File: src/rtl/rom_pkg.sv
package rom_pkg;

    localparam int ADDR_W     = 24;
    localparam int ROM_BYTE_AW = 13;
    localparam int HW_IDX_W   = ROM_BYTE_AW - 1;
    localparam int BASE_W     = ADDR_W - ROM_BYTE_AW;
    localparam int WAIT_W     = 3;
    localparam int CNT_W      = WAIT_W + 1;
    localparam int BOOT_BYTES = 8;
    localparam int BOOT_AW    = $clog2(BOOT_BYTES);

    typedef enum logic [1:0] {
        SZ_BYTE = 2'd0,
        SZ_WORD = 2'd1,
        SZ_LONG = 2'd2,
        SZ_LONG_ALT = 2'd3
    } acc_size_e;

    typedef enum logic [1:0] {
        SEL_BASE  = 2'd0,
        SEL_SPACE = 2'd1,
        SEL_WAIT  = 2'd2,
        SEL_CTRL  = 2'd3
    } cfg_sel_e;

    typedef struct packed {
        logic [BASE_W-1:0] base;
        logic [1:0]        space_mask;
        logic [WAIT_W-1:0] wait_cyc;
        logic              boot_en;
        logic              lock;
    } cfg_t;

    typedef struct packed {
        logic                boot;
        logic                err;
        logic [HW_IDX_W-1:0] idx;
        logic                odd;
        acc_size_e           size;
        logic [1:0]          left;
        logic [WAIT_W-1:0]   wt;
    } acc_ctx_t;

    function automatic logic [15:0] rom_hw(input logic [HW_IDX_W-1:0] idx,
                                           input logic [15:0] seed);
        logic [31:0] prod;
        prod = 32'(idx) * 32'd40503;
        return prod[15:0] ^ seed;
    endfunction

    function automatic logic [1:0] beats_needed(input acc_size_e sz, input logic odd);
        case (sz)
            SZ_BYTE: return 2'd1;
            SZ_WORD: return odd ? 2'd2 : 2'd1;
            default: return odd ? 2'd3 : 2'd2;
        endcase
    endfunction

    function automatic logic [31:0] pack_result(input acc_size_e sz, input logic odd,
                                                input logic [23:0] hist,
                                                input logic [15:0] cur);
        case (sz)
            SZ_BYTE: return {24'h0, odd ? cur[7:0] : cur[15:8]};
            SZ_WORD: return odd ? {16'h0, hist[7:0], cur[15:8]} : {16'h0, cur};
            default: return odd ? {hist, cur[15:8]} : {hist[15:0], cur};
        endcase
    endfunction

endpackage

File: src/rtl/rom_cfg_regs.sv
module rom_cfg_regs
    import rom_pkg::*;
#(
    parameter logic [BASE_W-1:0] RST_BASE  = 11'h004,
    parameter logic [1:0]        RST_SPACE = 2'b11,
    parameter logic [WAIT_W-1:0] RST_WAIT  = 3'd1,
    parameter logic              RST_BOOT  = 1'b1,
    parameter logic              RST_LOCK  = 1'b0
) (
    input  logic              clk,
    input  logic              rst,
    input  logic              cfg_we,
    input  cfg_sel_e          cfg_sel,
    input  logic [BASE_W-1:0] cfg_wdata,
    output cfg_t              cfg
);

    always_ff @(posedge clk) begin
        if (rst) begin
            cfg.base       <= RST_BASE;
            cfg.space_mask <= RST_SPACE;
            cfg.wait_cyc   <= RST_WAIT;
            cfg.boot_en    <= RST_BOOT;
            cfg.lock       <= RST_LOCK;
        end else if (cfg_we && !cfg.lock) begin
            case (cfg_sel)
                SEL_BASE:  cfg.base       <= cfg_wdata;
                SEL_SPACE: cfg.space_mask <= cfg_wdata[1:0];
                SEL_WAIT:  cfg.wait_cyc   <= cfg_wdata[WAIT_W-1:0];
                default: begin
                    cfg.boot_en <= cfg_wdata[0];
                    cfg.lock    <= cfg_wdata[1];
                end
            endcase
        end
    end

    // lock holds until reset
    p_lock_sticky_r11: assert property (@(posedge clk) disable iff (rst)
        cfg.lock |=> cfg.lock);

    // a locked write changes nothing
    p_locked_frozen_r11: assert property (@(posedge clk) disable iff (rst)
        (cfg.lock && cfg_we) |=> $stable(cfg));

endmodule

File: src/rtl/rom_decode.sv
module rom_decode
    import rom_pkg::*;
(
    input  logic [ADDR_W-1:0]   addr,
    input  logic                space,
    input  cfg_t                cfg,
    output logic                hit_array,
    output logic                hit_boot,
    output logic [HW_IDX_W-1:0] idx,
    output logic                odd
);

    logic in_window;
    logic in_boot;
    logic space_ok;

    always_comb begin
        in_window = (addr[ADDR_W-1:ROM_BYTE_AW] == cfg.base);
        in_boot   = cfg.boot_en && (addr[ADDR_W-1:BOOT_AW] == '0);
        space_ok  = cfg.space_mask[space];
        hit_boot  = in_boot && space_ok;
        hit_array = in_window && space_ok && !in_boot;
        odd       = addr[0];
        if (in_boot)
            idx = {{(HW_IDX_W-BOOT_AW+1){1'b0}}, addr[BOOT_AW-1:1]};
        else
            idx = addr[ROM_BYTE_AW-1:1];
    end

endmodule

File: src/rtl/rom_seq.sv
module rom_seq
    import rom_pkg::*;
#(
    parameter logic [15:0] SEED     = 16'h5A3C,
    parameter logic [63:0] BOOT_VEC = 64'h0000_2000_0000_8400
) (
    input  logic                clk,
    input  logic                rst,
    input  logic                req_valid,
    input  logic                req_write,
    input  acc_size_e           req_size,
    input  logic                hit_array,
    input  logic                hit_boot,
    input  logic [HW_IDX_W-1:0] idx,
    input  logic                odd,
    input  logic [WAIT_W-1:0]   wait_cyc,
    output logic                req_ready,
    output logic                rsp_beat,
    output logic                rsp_done,
    output logic                rsp_err,
    output logic [31:0]         rsp_data
);

    typedef enum logic {ST_IDLE, ST_RUN} seq_st_e;

    seq_st_e        state;
    logic [CNT_W-1:0] cnt;
    acc_ctx_t       ctx;
    logic [23:0]    hist;
    logic [15:0]    cur;
    logic           accept;

    function automatic logic [15:0] boot_hw(input logic [1:0] j);
        case (j)
            2'd0:    return BOOT_VEC[63:48];
            2'd1:    return BOOT_VEC[47:32];
            2'd2:    return BOOT_VEC[31:16];
            default: return BOOT_VEC[15:0];
        endcase
    endfunction

    always_comb begin
        accept    = req_valid && (state == ST_IDLE) && (hit_array || hit_boot);
        cur       = ctx.boot ? boot_hw(ctx.idx[1:0]) : rom_hw(ctx.idx, SEED);
        req_ready = (state == ST_IDLE);
        rsp_beat  = (state == ST_RUN) && (cnt == '0);
        rsp_done  = rsp_beat && (ctx.left == 2'd1);
        rsp_err   = rsp_done && ctx.err;
        rsp_data  = (rsp_done && !ctx.err) ? pack_result(ctx.size, ctx.odd, hist, cur) : '0;
    end

    always_ff @(posedge clk) begin
        if (rst) begin
            state <= ST_IDLE;
            cnt   <= '0;
            ctx   <= '0;
            hist  <= '0;
        end else begin
            case (state)
                ST_IDLE: begin
                    if (accept) begin
                        state    <= ST_RUN;
                        cnt      <= {1'b0, wait_cyc};
                        ctx.boot <= hit_boot;
                        ctx.err  <= req_write;
                        ctx.idx  <= idx;
                        ctx.odd  <= odd;
                        ctx.size <= req_size;
                        ctx.left <= req_write ? 2'd1 : beats_needed(req_size, odd);
                        ctx.wt   <= wait_cyc;
                        hist     <= '0;
                    end
                end
                default: begin
                    if (rsp_beat) begin
                        if (rsp_done) begin
                            state <= ST_IDLE;
                        end else begin
                            cnt      <= {1'b0, ctx.wt} + CNT_W'(1);
                            ctx.left <= ctx.left - 2'd1;
                            ctx.idx  <= ctx.idx + HW_IDX_W'(1);
                            hist     <= {hist[7:0], cur};
                        end
                    end else begin
                        cnt <= cnt - CNT_W'(1);
                    end
                end
            endcase
        end
    end

    // no wait states means a beat right after acceptance
    p_first_beat_r5: assert property (@(posedge clk) disable iff (rst)
        (accept && wait_cyc == '0) |=> rsp_beat);

    // beats of one access never land on adjacent clocks
    p_beat_spacing_r5: assert property (@(posedge clk) disable iff (rst)
        (rsp_beat && !rsp_done) |=> !rsp_beat);

    // acceptance makes the slave busy
    p_accept_busy_r5: assert property (@(posedge clk) disable iff (rst)
        accept |=> !req_ready);

    // done frees the slave
    p_done_frees_r5: assert property (@(posedge clk) disable iff (rst)
        rsp_done |=> req_ready);

endmodule

File: src/rtl/rom_slave_top.sv
module rom_slave_top
    import rom_pkg::*;
#(
    parameter logic [15:0]       SEED      = 16'h5A3C,
    parameter logic [63:0]       BOOT_VEC  = 64'h0000_2000_0000_8400,
    parameter logic [BASE_W-1:0] RST_BASE  = 11'h004,
    parameter logic [1:0]        RST_SPACE = 2'b11,
    parameter logic [WAIT_W-1:0] RST_WAIT  = 3'd1,
    parameter logic              RST_BOOT  = 1'b1,
    parameter logic              RST_LOCK  = 1'b0
) (
    input  logic              clk,
    input  logic              rst,
    input  logic              req_valid,
    output logic              req_ready,
    input  logic [ADDR_W-1:0] req_addr,
    input  logic [1:0]        req_size,
    input  logic              req_space,
    input  logic              req_write,
    output logic              rsp_beat,
    output logic              rsp_done,
    output logic              rsp_err,
    output logic [31:0]       rsp_data,
    input  logic              cfg_we,
    input  logic [1:0]        cfg_sel,
    input  logic [BASE_W-1:0] cfg_wdata
);

    cfg_t                cfg;
    logic                hit_array;
    logic                hit_boot;
    logic [HW_IDX_W-1:0] idx;
    logic                odd;

    rom_cfg_regs #(
        .RST_BASE (RST_BASE),
        .RST_SPACE(RST_SPACE),
        .RST_WAIT (RST_WAIT),
        .RST_BOOT (RST_BOOT),
        .RST_LOCK (RST_LOCK)
    ) u_cfg (
        .clk      (clk),
        .rst      (rst),
        .cfg_we   (cfg_we),
        .cfg_sel  (cfg_sel_e'(cfg_sel)),
        .cfg_wdata(cfg_wdata),
        .cfg      (cfg)
    );

    rom_decode u_dec (
        .addr     (req_addr),
        .space    (req_space),
        .cfg      (cfg),
        .hit_array(hit_array),
        .hit_boot (hit_boot),
        .idx      (idx),
        .odd      (odd)
    );

    rom_seq #(
        .SEED    (SEED),
        .BOOT_VEC(BOOT_VEC)
    ) u_seq (
        .clk      (clk),
        .rst      (rst),
        .req_valid(req_valid),
        .req_write(req_write),
        .req_size (acc_size_e'(req_size)),
        .hit_array(hit_array),
        .hit_boot (hit_boot),
        .idx      (idx),
        .odd      (odd),
        .wait_cyc (cfg.wait_cyc),
        .req_ready(req_ready),
        .rsp_beat (rsp_beat),
        .rsp_done (rsp_done),
        .rsp_err  (rsp_err),
        .rsp_data (rsp_data)
    );

    // a request outside the window and boot area leaves the slave idle
    p_miss_ignored_r7: assert property (@(posedge clk) disable iff (rst)
        (req_valid && req_ready && !hit_array && !hit_boot) |=> req_ready);

    // an excluded address space is never accepted
    p_space_block_r8: assert property (@(posedge clk) disable iff (rst)
        (req_valid && req_ready && !cfg.space_mask[req_space]) |=> req_ready);

    // a decoded write with no waits gets an error on the next clock
    p_write_error_r10: assert property (@(posedge clk) disable iff (rst)
        (req_valid && req_ready && req_write && (hit_array || hit_boot)
         && cfg.wait_cyc == '0) |=> (rsp_err && rsp_done));

endmodule

File: config.mk
export PLATFORM = sky130hd
export DESIGN_NAME = rom_slave_top
export DESIGN_NICKNAME = d
export VERILOG_FILES = /design/src/rtl/rom_pkg.sv /design/src/rtl/rom_cfg_regs.sv /design/src/rtl/rom_decode.sv /design/src/rtl/rom_seq.sv /design/src/rtl/rom_slave_top.sv
export SDC_FILE = /design/constraint.sdc
export NUM_CORES = 1
export LEC_CHECK = 0
export ABC_AREA = 1
export ABC_CLOCK_PERIOD_IN_PS = 6300
export BUFFER_PORTS_ARGS = -buffer_cell sky130_fd_sc_hd__clkbuf_2
export CAP_MARGIN = 20
export CORE_MARGIN = 2
export CORE_UTILIZATION = 30
export CTS_CLUSTER_SIZE = 12
export DETAILED_ROUTE_END_ITERATION = 10
export HOLD_SLACK_MARGIN = 0.03
export PLACE_DENSITY = 0.49
export SLEW_MARGIN = 20
export SYNTH_ARGS = -nofsm -noshare
export SYNTH_HDL_FRONTEND = slang
export SYNTH_SLANG_ARGS = --single-unit
File: constraint.sdc
create_clock -name clk -period 6.3 [get_ports clk]
set_input_delay 1.26 -clock clk [delete_from_list [all_inputs] [get_ports clk]]
set_output_delay 1.26 -clock clk [all_outputs]
set_load 0.1 [all_outputs]
# --- Yosys cells after proc, flatten, opt, wreduce, memory -nomap -nowiden ---
# Index checks and enable logic that the tools add are counted.
# W data, S select, Z words.
word_totals:
  input_bits: 45
  word_cells: 99
  ff_bits: 69
  output_inout_bits: 36
op_classes:
  n_mux: 33
  n_mul: 1
  addsub: 4
  eq_ne: 11
  n_reduce_logical: 31
  n_lt_le_gt_ge: 1
  bitwise_logic: 3
ops:
  columns: ["op", "n"]
  rows:
  - ["$mux W24", 4]
  - ["$mux W32", 2]
  - ["$pmux W32 S2", 1]
  - ["$mux W12", 4]
  - ["$mux W16", 2]
  - ["$pmux W16 S2", 1]
  - ["$logic_not A21 Y1", 1]
  - ["$mux W20", 1]
  - ["$mul A12 B16 Y16 const B", 1]
  - ["$mux W4", 4]
  - ["$add A12 B1 Y12 const B", 1]
  - ["$reduce_and A2 Y1", 6]
  - ["$eq A11 B11 Y1", 1]
  - ["$logic_and A1 B1 Y1", 11]
  - ["$eq A2 B1 Y1 const B", 5]
  - ["$mux W2", 5]
  - ["$logic_not A2 Y1", 4]
  - ["$mux W8", 1]
  - ["$not A8 Y8", 1]
  - ["$mux W1", 7]
  - ["$add A3 B1 Y4 const B", 1]
  - ["$eq A2 B2 Y1 const B", 2]
  - ["$logic_not A4 Y1", 1]
  - ["$ne A2 B2 Y1 const B", 2]
  - ["12 further kinds", 15]

# --- Longest topological paths before layout ---
# Gate-level depths: netlist (run 1).
logic_depth:
  depth_word: 8
  ltp_mapped: 24
  ltp_nobuf: 24

# --- Cells and area by module ---
# A second synthesis (run 1) with hierarchy kept.
unflattened:
  cells_unflattened: 906
  area_unflattened_um2: 6326.1
by_module_without_submodules:
  columns: ["module", "instances", "cells_each", "area_per_inst_um2"]
  rows:
  - ["rom_seq", 1, 701, 5143.7]
  - ["rom_cfg_regs", 1, 117, 807.0]
  - ["rom_decode", 1, 88, 375.4]

# --- Least setup slack after synthesis (run 1) ---
# OpenSTA, ideal clock, no wires.
synth_path:
  path_kind: "register -> output"
  startpoint: "register u_seq.ctx[17] in the netlist's numbering"
  endpoint: "output port rsp_data[15]"
  stages_incl_launch_ff: 21
  required_ps: 5040
  t_arrival_ps: 5566
  path_slack_ps: -526
  path_cell_list: "dfxtp_1 fa_1 inv_1 fa_1 inv_1 fa_1 fa_1 inv_1 fa_1 inv_1 ha_1 nand2_1 nor2_1 nand3_1 nand3_1 inv_1 nand3_1 nand2_1 nand2_1 nand2_1 a21oi_1"
synth_between:
  elab_chain_len: 5
synth_lines:
  columns: ["item", "line_no", "source"]
  rows:
  - ["from (decl)", "rom_seq.sv:28", "acc_ctx_t ctx;"]
  - ["$mul A12 B16 Y16 (*)", "rom_pkg.sv:47", "prod = 32'(idx) * 32'd40503;"]
  - ["$mux W16 (*)", "rom_seq.sv:44", "cur = ctx.boot ? boot_hw(ctx.idx[1:0]) : rom_hw(ctx.idx, SEED);"]
  - ["$mux W32 or $mux W16 (tied branches)", "rom_pkg.sv:65, rom_pkg.sv:64", null]
  - ["$pmux W32 S2 (*)", "rom_pkg.sv:62", "case (sz)"]
  - ["$mux W32 (*)", "rom_seq.sv:49", "rsp_data = (rsp_done && !ctx.err) ? pack_result(ctx.size, ctx.odd, hist, cur) : '0;"]
  - ["to (decl)", "rom_slave_top.sv:23", "output logic [31:0] rsp_data,"]
# Every way passes the cells marked *; elsewhere a longest branch is shown, timed or not.

# --- Worst setup path after layout (run 1) ---
layout_path:
  startpoint: "register u_seq.ctx[11] in the netlist's numbering"
  endpoint: "output port rsp_data[13]"
# Same word-level chain as after synthesis.

==> results of run 1 <==
==> sequential cells by signal, indices dropped and copies added, names as in the netlist <==
signal,count
u_seq.hist,24
u_seq.ctx,22
u_seq.cnt,4
u_cfg.cfg,18
u_seq.state,1
==> Yosys cell counts, types with 2 or more instances <==
master | instances | area share (%)
nand2_1 | 211 | 13
inv_1 | 155 | 9.5
a21oi_1 | 78 | 6.3
dfxtp_1 | 69 | 22
nor2_1 | 66 | 4.0
ha_1 | 54 | 11
o21ai_0 | 45 | 3.7
fa_1 | 41 | 13
nand3_1 | 34 | 2.8
clkbuf_1 | 18 | 1.1
o211ai_1 | 15 | 1.8
xnor2_1 | 15 | 2.1
nor3_1 | 13 | 1.1
xor2_1 | 9 | 1.3
nand4_1 | 5 | 0.51
buf_6 | 4 | 0.73
inv_2 | 4 | 0.24
nand2_2 | 4 | 0.41
a211oi_1 | 3 | 0.37
nor2_4 | 3 | 0.55
o21bai_1 | 3 | 0.37
buf_1 | 2 | 0.12
buf_2 | 2 | 0.16
inv_4 | 2 | 0.20
nand2b_1 | 2 | 0.20
o21ai_1 | 2 | 0.16
o21ai_2 | 2 | 0.28
or2_2 | 2 | 0.20
==> worst paths after layout <==
| path | startpoint | endpoint | slack, ns |
|---|---|---|---|
| max | u_seq.ctx[11]$_SDFFE_PP0P_ | rsp_data[13] | 0.24 |
| min | u_seq.hist[21]$_SDFFE_PP0P_ | u_seq.hist[21]$_SDFFE_PP0P_ | 0.46 |
| max reg2reg | u_seq.ctx[14]$_SDFFE_PP0P_ | u_seq.hist[11]$_SDFFE_PP0P_ | 1.89 |
| min reg2reg | u_seq.hist[21]$_SDFFE_PP0P_ | u_seq.hist[21]$_SDFFE_PP0P_ | 0.46 |
==> layout make-up <==
class / instances / area share [%]
tap: 270 / 4.48
timing repair buffer: 86 / 8.36
multi-input combinational: 621 / 56.5
clock inverter: 5 / 0.779
clock buffer: 11 / 3.35
inverter: 161 / 8.08
sequential: 69 / 18.5
==> cell families after synthesis <==
kind of cell | count (synthesis) | share of synthesized area [%]
xor gates and xnor gates | 24 | 3.41
AOI/OAI and AO/OA | 154 | 13.7
buffers and inverters | 187 | 12.0
adders and majority gates | 95 | 24.3
and+or+nand+nor | 348 | 24.1
DFF | 69 | 22.4
==> through the flow <==
step	utilization [%]	power [mW]	hold slack, ns
after floorplan	-	0.487	0.435
after global placement	34.9	0.514	0.453
after detailed placement	34.9	0.514	0.454
after CTS	36.6	1.05	0.461
after global routing	37.4	1.07	0.478
final	37.4	1.04	0.461
==> routing by layer <==
metal | track usage [%] | up-vias | share of wire [%]
li1 | - | 2905 | -
met1 | 20.7 | 2453 | 48
met2 | 27.0 | 87 | 46
met3 | 3.94 | 9 | 4.4
met4 | 3.46 | 0 | 0.87
met5 | 0 | - | 0
==> power groups by stage <==
stage / Clock [mW] / Sequential, mW / Combinational (mW)
finish: 0.532 / 0.446 / 0.0577
global route: 0.562 / 0.447 / 0.0655
CTS: 0.547 / 0.446 / 0.0584
detailed placement: 0 / 0.456 / 0.0583
global placement: 0 / 0.456 / 0.0579
floorplan: 0 / 0.455 / 0.0323
==> worst max-delay path: cells and delay by family (launching register included) <==
kind / cells / cell delay, ns
adder cells (fa/ha/maj): 6 / 2.63
buffers and inverters: 5 / 0.45
AO/OA/AOI/OAI: 2 / 0.23
flip-flops: 1 / 0.34
AND/OR/NAND/NOR: 6 / 0.80
==> what timing repair did <==
action / in CTS / in global routing
hold buffers: 0 / 0
setup endpoints to repair: 8 / 16
pin swaps: 2 / 16
cloned: 0 / 0
resized for setup: 8 / 45
buffers inserted: 0 / 1
==> flow_summary.yaml, run 1 <==
clock_network:
  h-tree-depth: 3
  clk_pin_slew_ns: 0.06
  cts_buffers: 9
  cts-root-buf: "clkbuf_16"
  clock_path_buffers: 2
  clk_latency_ns: 0.35
  cts_sinks: 69
  cts_tree: "built"
global_route:
  grt_pass1_wl_microns: 27700
  grt_max_degree: 36
  grt_pass1_vias: 5525
  grt_overflow: 0
  antenna_found_initial: 0
  grt_use_total_pct: 16.0
synth:
  async_flop_share_pct: 0
  synth.avg_cell_area_sq_um: 7.02
  synth_seq_area_share_pct: 22.4
  yosysWarningCount: 0
  synth_seq_cells: 69
  synth.distinct_cells: 42
  synthFlopType: "dfxtp_1"
  netlist_instances: 877
  synth-edff-count: 0
  synth_area_sq_um: 6160
  syn-num-nets: 1017
finish:
  nNetsFinal: 1088
  drive_gt1_share_pct: 19.2
  final_common_cell: "nand2_1"
  regArea_sq_um: 1390
  final_cell_mix: "nand2_1, inv_1, clkbuf_2, nor2_1"
  syn_to_final_growth_pct: 22.6
  n_antenna_cell: 0
  instances_no_fill: 1223
  design_area_sq_um: 7540
  multi_input_area_sq_um: 4260
  fillers: 2217
timing:
  setup_viol: 0
  tightest_slew_ns: 0.930
  fin_skew_ns: 0.00708
  fin_crit_ns: 6.06
  period_share_pct: 96.2
  fin_setup_tns_ns: 0
  slew_headroom_pct: 38.0
  fmax_mhz: 165
  fin_ws_ns: 0.241
  maxSlewViolCount: 0
  hold_viol: 0
setup_path:
  critPathLaunchType: "flop"
  crit_slowest_cell: "fa_1"
  worstSetupPathType: "flop to output pin"
  end_kind: "output pin"
  crit_path_frequent_cell: "inv_1"
  crit_path_max_incr_delay_ns: 0.54
  cp_max_fo: 5
  crit_chain: "ha_1 -> fa_1 -> ha_1 -> fa_1 -> inv_1 -> fa_1 -> inv_1 -> ha_2 -> inv_1 -> nor3_2 -> nand2_1 -> nand2_1 -> a21oi_2 -> nand2b_1 -> nand3_1 -> nand2_2 -> o21bai_1 -> inv_1 -> buf_12"
  cp_data_arrival_time_ns: 4.80
  r2r_cells: 19
  crit_required_ns: 5.04
floorplan:
  io_pins: 81
  die-area_sq_um: 21700
  die_w_microns: 147
  rows: 52
  core-area_sq_um: 20200
  die_y_microns: 147
  start_util_pct: 30.5
flow_run:
  cap_violations: 0
place:
  place_inst: 1206
  place_area_sq_um: 7030
  dp_worst_setup_slack_ns: 0.195
  port_buffers: 80
  globalplace.congestion: 0.835
  hpwl_microns: 13300
pwr:
  clkPwrFrac_pct: 51.4
  comb_power_share_pct: 5.6
  p_int_uw: 794
  peakVddDrop_uv: 118
  p_sw_share_pct: 23.3
  seqPwrFrac_pct: 43.1
  power_switching_uw: 242
  p_leak_nw: 3.49
  powerDensity_nw_per_um2: 137
hold_path:
  hold_class: "flop to flop"
  hold_depth: 2
outcome:
  status: "completed"
routing:
  vias: 5454
  drc: 0
  vias_per_cell: 4.46
  drtIter0Drc: 186
  drt_first_pass_iters: 4
  drt_wl_total_microns: 16700
  drtAntennaViolNets: 0
  wl_per_cell_microns: 13.7
(Power assumes the default switching activity.)
==> run 2, diff against run 1 <==
--- a/config.mk
+++ b/config.mk
@@ -5,7 +5,7 @@
 export SDC_FILE = /design/constraint.sdc
 export NUM_CORES = 1
 export LEC_CHECK = 0
-export ABC_AREA = 1
+export ABC_AREA = 0
 export ABC_CLOCK_PERIOD_IN_PS = 6300
 export BUFFER_PORTS_ARGS = -buffer_cell sky130_fd_sc_hd__clkbuf_2
 export CAP_MARGIN = 20
==> flow_summary.yaml, run 2 <==
timing:
  fin_skew_ns: 0.0116
  tightest_slew_ns: 0.984
  fmax_mhz: 156
  fin_ws_ns: -0.104
  setup_viol: 6
  rsz0062_at_grt: "yes"
  slew_headroom_pct: 34.4
  period_share_pct: 102
  holdWs_ns: 0.451
  maxSlewViolCount: 0
  hold_viol: 0
  fin_crit_ns: 6.40
floorplan:
  die_w_microns: 143
  die-area_sq_um: 20500
  io_pins: 81
  core-area_sq_um: 18900
  start_util_pct: 30.8
  die_y_microns: 143
  rows: 50
synth:
  async_flop_share_pct: 0
  synth_area_sq_um: 5820
  synth_seq_area_share_pct: 23.7
  netlist_instances: 700
  synth-edff-count: 0
  synth.distinct_cells: 59
  synth_most_common_cell: "nor2_1"
  synthFlopType: "dfxtp_1"
  synth.avg_cell_area_sq_um: 8.31
  yosysWarningCount: 0
  synth.largest_area_cell: "dfxtp_1"
  syn-num-nets: 840
  synth_common_cells: "nor2_1, inv_1, dfxtp_1"
  synth_top_area_share_pct: 23.7
  synth.area.top_cells: "dfxtp_1, fa_1, ha_1"
  synth_seq_cells: 69
setup_path:
  crit_chain: "fa_1 -> inv_2 -> fa_2 -> inv_2 -> fa_2 -> fa_1 -> inv_1 -> fa_1 -> inv_2 -> ha_4 -> a2111oi_4 -> o21ai_1 -> o21ai_2 -> o31ai_2 -> xnor2_1 -> nor2_2 -> o41ai_4 -> buf_12"
  cp_top_family: "adder cells"
  crit_end: "rsp_data[7]"
  critPathLaunchType: "flop"
  cp-startpoint: "u_seq.ctx[19]$_SDFFE_PP0P_"
  r2r_start: "u_seq.ctx[19]$_SDFFE_PP0P_"
  end_kind: "output pin"
  crit_required_ns: 5.04
  worstSetupPathType: "flop to output pin"
  r2r_slack_ns: 1.60
  cp_data_arrival_time_ns: 5.14
  crit_path_max_incr_delay_ns: 0.55
  timing.rr.end: "u_seq.hist[14]$_SDFFE_PP0P_"
  path_depth: 18
  crit_slowest_cell: "fa_1"
  cp_num_buf_inv: 5
  r2r_cells: 18
  cp_max_fo: 3
outcome:
  status: "finished, violations left"
  violations: "setup timing"
clock_network:
  clock_path_buffers: 2
  cts_sinks: 69
  clk_pin_slew_ns: 0.06
  clk_latency_ns: 0.35
  h-tree-depth: 3
  cts_tree: "built"
  cts-root-buf: "clkbuf_16"
  cts_buffers: 9
pwr:
  peakVddDrop_uv: 124
  powerDensity_nw_per_um2: 142
  total_power_mw: 1.07
  p_leak_nw: 3.13
finish:
  nNetsFinal: 934
  drive_gt1_share_pct: 25.3
  largest_reg_flops: 24
  final_cell_mix: "inv_1, nor2_1, clkbuf_2, dfxtp_1, nand2_1"
  top_regs: "u_seq.hist (24), u_seq.ctx (22), u_cfg.cfg (18)"
  final_common_cell: "inv_1"
  syn_to_final_growth_pct: 29.7
  max_flop_register: "u_seq.hist"
  n_antenna_cell: 0
routing:
  drtIter0Drc: 206
  wl_per_cell_microns: 15.1
  drc: 0
  drt_first_pass_iters: 4
  vias_per_cell: 4.71
  drt_wl_total_microns: 16000
  vias: 4986
  drtAntennaViolNets: 0
hold_path:
  holdCritStartpoint: "u_seq.ctx[4]$_SDFFE_PP0P_"
  hold_class: "flop to flop"
  hold_depth: 2
global_route:
  grt_use_total_pct: 16.4
  grt_pass1_wl_microns: 26100
  grt_max_degree: 72
  antenna_found_initial: 0
  grt_overflow: 0
  grt_pass1_vias: 5048
place:
  globalplace.congestion: 0.807
  hpwl_microns: 12500
  port_buffers: 80
flow_run:
  cap_violations: 0
==> run 2: changes by cell type after synthesis, sizes merged, moves of 21 or more <==
cell   change
nor2      +24
nand2    -162
nand3     -25
inv       -68
mux2i     +27
a21oi     -26
a22oi     +21
o21ai     -33
==> run 2: timing repair <==
item | 4_1_cts | 5_1_grt
hold buffers | 0 | 0
pin swaps | 8 | 16
endpoints found under the setup margin | 13 | 16
gates resized for setup | 20 | 32
setup buffers | 4 | 5
==> run 2: power breakdown <==
group | leakage (nW) | internal [mW] | switching [mW]
registers | 0.562 | 0.439 | 0.00296
logic | 2.41 | 0.0216 | 0.0309
clock network | 0.159 | 0.360 | 0.215
==> run 2: cells by family after synthesis <==
family | after synthesis | synth area share, %
AO/OA/AOI/OAI | 132 | 14.9
XOR/XNOR | 35 | 5.27
flip-flops | 69 | 23.7
adder cells (fa/ha/maj) | 95 | 25.7
AND/OR/NAND/NOR | 218 | 17.3
multiplexers | 28 | 4.84
buffers and inverters | 123 | 8.22
==> run 2: worst reg2reg max path, stage by stage (launching register included) <==
cell	delay [ns]
dfxtp_4	0.36
fa_1	0.55
inv_2	0.04
fa_2	0.52
inv_2	0.04
fa_2	0.42
fa_1	0.51
inv_1	0.05
fa_1	0.49
inv_2	0.05
ha_4	0.22
o21ai_4	0.07
buf_6	0.12
nor2_2	0.04
o31ai_2	0.25
or4b_4	0.49
o311ai_2	0.09
buf_4	0.19
o41ai_1	0.08
==> run 2: layout make-up <==
type	count	area (sq um)
fill	1971	11300
sequential	69	1400
tap	260	325
multi-input combinational	508	4260
clock buffer	10	239
timing repair buffer	113	880
inverter	93	349
clock inverter	6	93.8
==> run 2: layer usage <==
metal	vias up	global-route usage (%)	wire length, microns
met1	2341	21.1	7570
li1	2551	-	-
met2	80	28.1	7720
met4	0	4.90	208
met3	14	2.88	527
met5	-	0	0
==> run 2: worst min-delay path by stage <==
stage | end | slack [ns]
floorplan | u_seq.ctx[4]$_SDFFE_PP0P_ | 0.43
global placement | u_seq.ctx[4]$_SDFFE_PP0P_ | 0.44
detailed placement | u_seq.ctx[4]$_SDFFE_PP0P_ | 0.44
CTS | u_seq.ctx[4]$_SDFFE_PP0P_ | 0.45
global route | u_seq.ctx[4]$_SDFFE_PP0P_ | 0.48
finish | u_seq.ctx[4]$_SDFFE_PP0P_ | 0.45
==> run 2: per-stage QoR <==
step / worst slack, ns / area (sq um) / cells / util, % / TNS [ns]
after floorplan: -0.150 / 5950 / 700 / - / -0.417
after global placement: 0.0826 / 6970 / 1034 / 36.9 / 0
after detailed placement: 0.0624 / 6970 / 1034 / 36.9 / 0
after CTS: -0.149 / 7420 / 1054 / 39.3 / -0.465
after global routing: -0.315 / 7550 / 1059 / 39.9 / -1.82
final: -0.104 / 7550 / 1059 / 39.9 / -0.383
